$ cat src/rtl/fstep_pkg.sv
package fstep_pkg;

    typedef enum logic [2:0] {
        PH_IDLE,
        PH_SETTLE,
        PH_PULSE,
        PH_GAP,
        PH_DONE
    } phase_t;

    localparam logic [1:0] TERM_OK  = 2'b00;
    localparam logic [1:0] TERM_ABN = 2'b01;
    localparam logic [7:0] ST0_NONE = 8'h80;

    // Status byte: termination, seek end, equipment check, not-ready, head, drive
    function automatic logic [7:0] make_st0(input logic [1:0] term, input logic eq_chk,
                                            input logic head, input logic [1:0] drv);
        return {term, 1'b1, eq_chk, 1'b0, head, drv};
    endfunction

endpackage

$ cat src/rtl/fstep_wait.sv
module fstep_wait #(
    parameter int CNT_W = 4
) (
    input  logic             clk,
    input  logic             rst_n,
    input  logic             tick,
    input  logic             load,
    input  logic [CNT_W-1:0] load_val,
    output logic             expired
);
    logic [CNT_W-1:0] cnt_q;

    always_ff @(posedge clk or negedge rst_n) begin
        if (!rst_n)
            cnt_q <= '0;
        else if (load)
            cnt_q <= load_val;
        else if (tick && cnt_q != '0)
            cnt_q <= cnt_q - 1'b1;
    end

    assign expired = tick && (cnt_q == '0);
endmodule

$ cat src/rtl/fstep_cyl_bank.sv
module fstep_cyl_bank #(
    parameter int NUM_DRIVES = 4,
    parameter int CYL_W      = 8,
    parameter int DRV_W      = 2
) (
    input  logic             clk,
    input  logic             rst_n,
    input  logic             step_en,
    input  logic             step_up,
    input  logic             clear,
    input  logic [DRV_W-1:0] wr_drv,
    input  logic [DRV_W-1:0] rd_a_drv,
    input  logic [DRV_W-1:0] rd_b_drv,
    output logic [CYL_W-1:0] rd_a,
    output logic [CYL_W-1:0] rd_b
);
    logic [CYL_W-1:0] cyl_w [NUM_DRIVES];

    for (genvar g = 0; g < NUM_DRIVES; g++) begin : g_drv
        logic [CYL_W-1:0] val_q;
        logic             hit;
        assign hit = (wr_drv == DRV_W'(g));

        always_ff @(posedge clk or negedge rst_n) begin
            if (!rst_n)
                val_q <= '0;
            else if (hit && clear)
                val_q <= '0;
            else if (hit && step_en) begin
                if (step_up)
                    val_q <= val_q + 1'b1;
                else if (val_q != '0)
                    val_q <= val_q - 1'b1;
            end
        end

        assign cyl_w[g] = val_q;
    end

    assign rd_a = cyl_w[rd_a_drv];
    assign rd_b = cyl_w[rd_b_drv];
endmodule

$ cat src/rtl/fstep_report.sv
module fstep_report
    import fstep_pkg::*;
#(
    parameter int CYL_W = 8,
    parameter int DRV_W = 2
) (
    input  logic             clk,
    input  logic             rst_n,
    input  logic             done,
    input  logic             fail,
    input  logic             head,
    input  logic [DRV_W-1:0] drv,
    input  logic             sense_req,
    input  logic [CYL_W-1:0] pend_cyl,
    output logic             irq_o,
    output logic [DRV_W-1:0] pend_drv,
    output logic             sense_valid_o,
    output logic [7:0]       sense_st0_o,
    output logic [CYL_W-1:0] sense_cyl_o
);
    logic [7:0] st0_q;

    always_ff @(posedge clk or negedge rst_n) begin
        if (!rst_n) begin
            irq_o         <= 1'b0;
            st0_q         <= '0;
            pend_drv      <= '0;
            sense_valid_o <= 1'b0;
            sense_st0_o   <= '0;
            sense_cyl_o   <= '0;
        end else begin
            sense_valid_o <= sense_req;
            if (sense_req) begin
                sense_st0_o <= irq_o ? st0_q : ST0_NONE;
                sense_cyl_o <= irq_o ? pend_cyl : '0;
            end
            if (done) begin
                irq_o    <= 1'b1;
                st0_q    <= make_st0(fail ? TERM_ABN : TERM_OK, fail, head, 2'(drv));
                pend_drv <= drv;
            end else if (sense_req) begin
                irq_o <= 1'b0;
            end
        end
    end


    sense_after_req_chk: assert property (@(posedge clk) disable iff (!rst_n)
        sense_valid_o |-> $past(sense_req));


    irq_seek_end_chk: assert property (@(posedge clk) disable iff (!rst_n)
        $rose(irq_o) |-> st0_q[5]);
endmodule

$ cat src/rtl/fdc_seek_stepper.sv
module fdc_seek_stepper
    import fstep_pkg::*;
#(
    parameter int  NUM_DRIVES  = 4,
    parameter int  CYL_W       = 8,
    parameter int  RATE_W      = 4,
    parameter int  RECAL_LIMIT = 77,
    localparam int DRV_W       = (NUM_DRIVES > 1) ? $clog2(NUM_DRIVES) : 1
) (
    input  logic                  clk,
    input  logic                  rst_n,
    input  logic                  tick_ms,
    input  logic                  start,
    input  logic                  start_recal,
    input  logic [DRV_W-1:0]      start_drive,
    input  logic                  start_head,
    input  logic [CYL_W-1:0]      start_cyl,
    input  logic [RATE_W-1:0]     step_rate,
    input  logic [NUM_DRIVES-1:0] trk0,
    input  logic                  sense_req,
    output logic                  step_o,
    output logic                  dir_o,
    output logic [DRV_W-1:0]      sel_drive_o,
    output logic [NUM_DRIVES-1:0] busy_o,
    output logic                  irq_o,
    output logic                  sense_valid_o,
    output logic [7:0]            sense_st0_o,
    output logic [CYL_W-1:0]      sense_cyl_o
);
    localparam int TRY_W = $clog2(RECAL_LIMIT + 1);

    phase_t             state_q, state_d;
    logic [DRV_W-1:0]   drv_q;
    logic               head_q, recal_q, dir_q, fail_q;
    logic [RATE_W-1:0]  rate_q;
    logic [CYL_W-1:0]   remain_q;
    logic [TRY_W-1:0]   tries_q;
    logic [CYL_W-1:0]   cyl_start, cyl_pend;
    logic [DRV_W-1:0]   pend_drv;
    logic               accept, pulse_tick, wait_exp, start_nothing, gap_finish, gap_end;
    logic [RATE_W-1:0]  wait_load_val;

    assign accept        = (state_q == PH_IDLE) && start;
    assign pulse_tick    = (state_q == PH_PULSE) && tick_ms;
    assign start_nothing = start_recal ? trk0[start_drive] : (start_cyl == cyl_start);
    assign gap_finish    = recal_q ? (trk0[drv_q] || tries_q == TRY_W'(RECAL_LIMIT))
                                   : (remain_q == '0);
    assign gap_end       = (state_q == PH_GAP) && wait_exp && gap_finish;
    assign wait_load_val = accept ? RATE_W'(1) : ~rate_q;

    // State register
    always_ff @(posedge clk or negedge rst_n) begin
        if (!rst_n) state_q <= PH_IDLE;
        else        state_q <= state_d;
    end

    // Next state
    always_comb begin
        state_d = state_q;
        unique case (state_q)
            PH_IDLE:   if (start)    state_d = start_nothing ? PH_DONE : PH_SETTLE;
            PH_SETTLE: if (wait_exp) state_d = PH_PULSE;
            PH_PULSE:  if (tick_ms)  state_d = PH_GAP;
            PH_GAP:    if (wait_exp) state_d = gap_finish ? PH_DONE : PH_PULSE;
            PH_DONE:                 state_d = PH_IDLE;
            default:                 state_d = PH_IDLE;
        endcase
    end

    // Command context
    always_ff @(posedge clk or negedge rst_n) begin
        if (!rst_n) begin
            drv_q    <= '0;
            head_q   <= 1'b0;
            recal_q  <= 1'b0;
            dir_q    <= 1'b0;
            fail_q   <= 1'b0;
            rate_q   <= '0;
            remain_q <= '0;
            tries_q  <= '0;
        end else if (accept) begin
            drv_q    <= start_drive;
            head_q   <= start_recal ? 1'b0 : start_head;
            recal_q  <= start_recal;
            dir_q    <= !start_recal && (start_cyl > cyl_start);
            fail_q   <= 1'b0;
            rate_q   <= step_rate;
            remain_q <= (start_cyl > cyl_start) ? start_cyl - cyl_start : cyl_start - start_cyl;
            tries_q  <= '0;
        end else if (pulse_tick) begin
            if (recal_q) tries_q <= tries_q + 1'b1;
            else if (remain_q != '0) remain_q <= remain_q - 1'b1;
        end else if (gap_end) begin
            fail_q <= recal_q && !trk0[drv_q];
        end
    end

    // Outputs
    always_comb begin
        step_o      = (state_q == PH_PULSE);
        dir_o       = dir_q;
        sel_drive_o = drv_q;
        busy_o      = (state_q != PH_IDLE) ? (NUM_DRIVES'(1) << drv_q) : '0;
    end

    fstep_wait #(.CNT_W(RATE_W)) u_wait (
        .clk      (clk),
        .rst_n    (rst_n),
        .tick     (tick_ms),
        .load     (accept || pulse_tick),
        .load_val (wait_load_val),
        .expired  (wait_exp)
    );

    fstep_cyl_bank #(.NUM_DRIVES(NUM_DRIVES), .CYL_W(CYL_W), .DRV_W(DRV_W)) u_bank (
        .clk      (clk),
        .rst_n    (rst_n),
        .step_en  (pulse_tick),
        .step_up  (dir_q),
        .clear    ((state_q == PH_DONE) && recal_q && !fail_q),
        .wr_drv   (drv_q),
        .rd_a_drv (start_drive),
        .rd_b_drv (pend_drv),
        .rd_a     (cyl_start),
        .rd_b     (cyl_pend)
    );

    fstep_report #(.CYL_W(CYL_W), .DRV_W(DRV_W)) u_report (
        .clk           (clk),
        .rst_n         (rst_n),
        .done          (state_q == PH_DONE),
        .fail          (fail_q),
        .head          (head_q),
        .drv           (drv_q),
        .sense_req     (sense_req),
        .pend_cyl      (cyl_pend),
        .irq_o         (irq_o),
        .pend_drv      (pend_drv),
        .sense_valid_o (sense_valid_o),
        .sense_st0_o   (sense_st0_o),
        .sense_cyl_o   (sense_cyl_o)
    );


    dir_hold_chk: assert property (@(posedge clk) disable iff (!rst_n)
        step_o |-> $stable(dir_o));


    busy_onehot_chk: assert property (@(posedge clk) disable iff (!rst_n)
        $onehot0(busy_o));


    busy_drive_hold_chk: assert property (@(posedge clk) disable iff (!rst_n)
        (busy_o != '0) && $past(busy_o != '0) |-> $stable(busy_o));


    step_only_busy_chk: assert property (@(posedge clk) disable iff (!rst_n)
        step_o |-> (busy_o != '0));
endmodule

$ cat config.mk
export PLATFORM = sky130hd
export DESIGN_NAME = fdc_seek_stepper
export DESIGN_NICKNAME = d
export VERILOG_FILES = /design/src/rtl/fstep_pkg.sv /design/src/rtl/fstep_wait.sv /design/src/rtl/fstep_cyl_bank.sv /design/src/rtl/fstep_report.sv /design/src/rtl/fdc_seek_stepper.sv
export SDC_FILE = /design/constraint.sdc
export NUM_CORES = 1
export LEC_CHECK = 0
export ABC_AREA = 0
export BUFFER_PORTS_ARGS = -buffer_cell sky130_fd_sc_hd__buf_2
export CELL_PAD_IN_SITES_DETAIL_PLACEMENT = 2
export CELL_PAD_IN_SITES_GLOBAL_PLACEMENT = 2
export CORE_ASPECT_RATIO = 0.7
export CORE_MARGIN = 5
export CORE_UTILIZATION = 35
export DETAILED_ROUTE_END_ITERATION = 10
export PLACE_DENSITY_LB_ADDON = 0.25
export SLEW_MARGIN = 20
export SYNTH_ARGS = -nofsm -noshare
export SYNTH_HDL_FRONTEND = slang
export SYNTH_SLANG_ARGS = --single-unit
$ cat constraint.sdc
create_clock -name clk -period 3.9 [get_ports clk]
set_input_delay 0.585 -clock clk [delete_from_list [all_inputs] [get_ports clk]]
set_output_delay 0.585 -clock clk [all_outputs]
set_load 0.02 [all_outputs]
==> qor.yml <==
min_period_over_period_pct: 83.89
start_kind: "flip-flop"
cts_buffer_depth: 2
outcome: "complete, no violations"
die_height_microns: 120.2
setup-tns-final_ns: 0
ys_seq_area_share_pct: 35.06
gr-usage-all-layers_pct: 20.20
synth_top_area_share_pct: 35.06
final_layout_size_suffix_gt1_share_pct: 17.06
clock.fmax_mhz: 305.6
num_vias: 5132
crit_type: "flip-flop to flip-flop"
yosys.area.top_type: "dfrtp_1"
avgSynthCellArea_sq_um: 9.570
synth_seq_cells: 85
critPathBufInv: 0
cts_buffers: 9
grt_pass1_vias: 5764
synth_async_sr_flop_share_pct: 100.0
hp-class: "input pin to async pin"
synth_edf_count: 0
cts_tree: "yes"
synthDistinctLibCells: 64
die_x_microns: 167.4
top_level_ports: 51
end_kind: "flip-flop"
fin_area_sq_um: 6895
n_fill_cell: 1849
ant_nets: 0
initial_core_util_pct: 35.55
dr.pass1.iters: 4
static-leakage-power_nw: 3.113
finalSetupViolCount: 0
dieArea_sq_um: 20110
final_core_util_pct: 40.40
htreeDepth: 3
max-cap-violations: 0
wl_per_cell_microns: 21.96
clock_latency_ns: 0.36
cp_max_fo: 8
rows: 40
cts_resized: 0
clkSinkCount: 85
hold_violations: 0
yosys_warnings: 0
clockRootBuffer: "clkbuf_16"
grt_max_degree: 66
cp_slowest_stage_delay_ns: 0.54
drc_errors: 0
cpLargestDelayFamily: "compound AO/OA/AOI/OAI gates"
via_per_inst: 5.627
post-cts-setup-buffer-count: 0
worstMarginPinSlew_ns: 0.8924
synthTopCellsByArea: "dfrtp_1, ha_1, mux4_2, a22o_1, nand2_1"
nets: 753
core_sq_um: 17070
final.min_clock_period_ns: 3.272
rsz0062_at_grt: "no"
swShare_pct: 45.96
grt_antenna_before_repair: 1
ys_dominant_reg_cell: "dfrtp_1"
areaGrowthSynthToFinish_pct: 13.65
port_buffers: 49
placedInstanceArea_sq_um: 6559
synth_most_common_cell: "dfrtp_1"
drt-total-wl_microns: 20030
power_switching_w: 0.002559
crit_chain: "mux4_2 -> ha_1 -> fa_1 -> nand3b_1 -> a21oi_1 -> o2111a_1 -> nor2_1 -> o31ai_1 -> a2111oi_2"
synth_fp_nets: 712
synth_common_cells: "dfrtp_1, nand2_1, ha_1, nor2_1, inv_1"
synth_cells: 634
gp_congestion: 0.8739
combinationalPowerShare_pct: 52.5
grt_first_pass_wirelength_microns: 32420
internal_power_w: 0.003009
power_density_nw_per_um2: 807.5
drt_iter0_drc: 229
timing.final.max_slew_violations: 0
required_ns: 4.11
clkTransAtPathRegs_ns: 0.07
overflow: 0
slew_headroom_pct: 40.23
clock-skew-final_ns: 0.01025
synth.cell_area_sq_um: 6067
clock_power_share_pct: 17.9
cp_data_arrival_time_ns: 3.48
vdd_drop_max_mv: 0.2603
slowest_stage: "mux4_2"
cts_hold_buf: 0
post-dp-hpwl_microns: 15060
pwr-share-seq_pct: 29.5
[layout make-up]
type                            instances  area (sq um)  area share, %
Multi-Input combinational cell        476          3651          52.95
Tap cell                              231         289.0          4.192
Timing Repair Buffer                   60         330.3          4.790
Clock buffer                            9         225.2          3.266
Clock inverter                          7         108.9          1.579
Sequential cell                        85          2127          30.85
Antenna cell                            1         2.502        0.03629
Inverter                               43         161.4          2.341
[cells by family (layout without fill, tap and decap cells)]
family          after synthesis  count (layout)  share of synthesized area (%)
simple gates                204             204                          16.97
compound gates              155             155                          17.74
flops                        85              85                          35.06
buf+inv                      73             119                          4.908
fa+ha+maj                    53              53                          11.67
xor+xnor                     35              35                          5.053
mux                          28              28                          8.538
other cells                   1               2                        0.06181
[power by group through the flow]
stage / Clock, W / Combinational, W / Sequential [W]
after global placement: 0 / 0.00275 / 0.00162
after floorplan: 0 / 0.00224 / 0.00140
after detailed placement: 0 / 0.00290 / 0.00165
final: 0.000999 / 0.00293 / 0.00164
after CTS: 0.00102 / 0.00294 / 0.00163
after global routing: 0.00106 / 0.00323 / 0.00169
[stage by stage]
| step | setup slack (ns) | hold slack [ns] | std cells | total power (W) |
|---|---|---|---|---|
| 2_1_floorplan | 0.6518 | 0.2894 | 634 | 0.003640 |
| 4_1_cts | 0.6698 | 0.3946 | 911 | 0.005595 |
| 3_5_place_dp | 0.3135 | 0.4501 | 895 | 0.004546 |
| 6_report | 0.6283 | 0.3426 | 912 | 0.005568 |
| 3_3_place_gp | 0.5272 | 0.4285 | 895 | 0.004370 |
| 5_1_grt | 0.4401 | 0.4143 | 912 | 0.005975 |
[worst paths after layout]
path,cells past startpoint,endpoint,slack [ns],start
min in group clk,3,rate_q[0],0.42,step_rate[0]
max in group asynchronous,2,u_bank.g_drv[0].val_q[7],2.71,rst_n
hold reg to reg,1,u_wait.cnt_q[3],0.46,rate_q[3]
hold / removal,1,u_bank.g_drv[2].val_q[3],0.34,rst_n
setup / recovery,9,remain_q[6],0.63,u_bank.g_drv[0].val_q[0]
setup reg to reg,9,remain_q[6],0.63,u_bank.g_drv[0].val_q[0]
[layout by cell type, fill, tap and decap left out, types with 4 or more instances in the layout]
master,count
xnor2_1,22
dfrtp_1,85
nand3_1,31
nor2b_1,6
inv_1,43
o211ai_1,6
a21oi_1,29
fa_1,6
a31oi_1,7
a211oi_1,8
mux4_2,18
xor2_1,13
nand4_1,7
a22o_1,24
mux2_2,10
nor3_1,16
buf_2,48
o21ai_0,35
o2111ai_1,5
ha_1,47
a21o_1,15
clkbuf_16,9
nor2_1,46
nor3b_1,4
nand3b_1,5
nor4_1,9
nand2_1,55
o21bai_1,6
buf_4,12
[sequential cells by signal, indices dropped and copies added, names as in the netlist, 3 cells and up]
| signal | count |
|---|---|
| u_report.st0_q | 4 |
| u_report.sense_st0_o | 6 |
| remain_q | 8 |
| u_report.sense_cyl_o | 8 |
| rate_q | 4 |
| u_wait.cnt_q | 4 |
| tries_q | 7 |
| state_q | 3 |
| u_bank.g_drv.val_q | 32 |
[worst reg2reg max path, delay by kind of cell, from the launching register on]
kind,cells,cell delay (ns)
compound gates,4,1.09
fa+ha+maj,2,0.61
flops,1,0.49
mux,1,0.54
simple gates,2,0.41
[per-layer routing]
layer	GRT usage, %	routed length [microns]	up-vias	share of wire (%)
li1	-	-	2389	-
met1	28.78	9935	2638	50
met2	31.70	9094	90	45
met3	4.412	846	15	4.2
met4	4.359	156	0	0.78
met5	0	0	-	0
(Power assumes the default switching activity.)
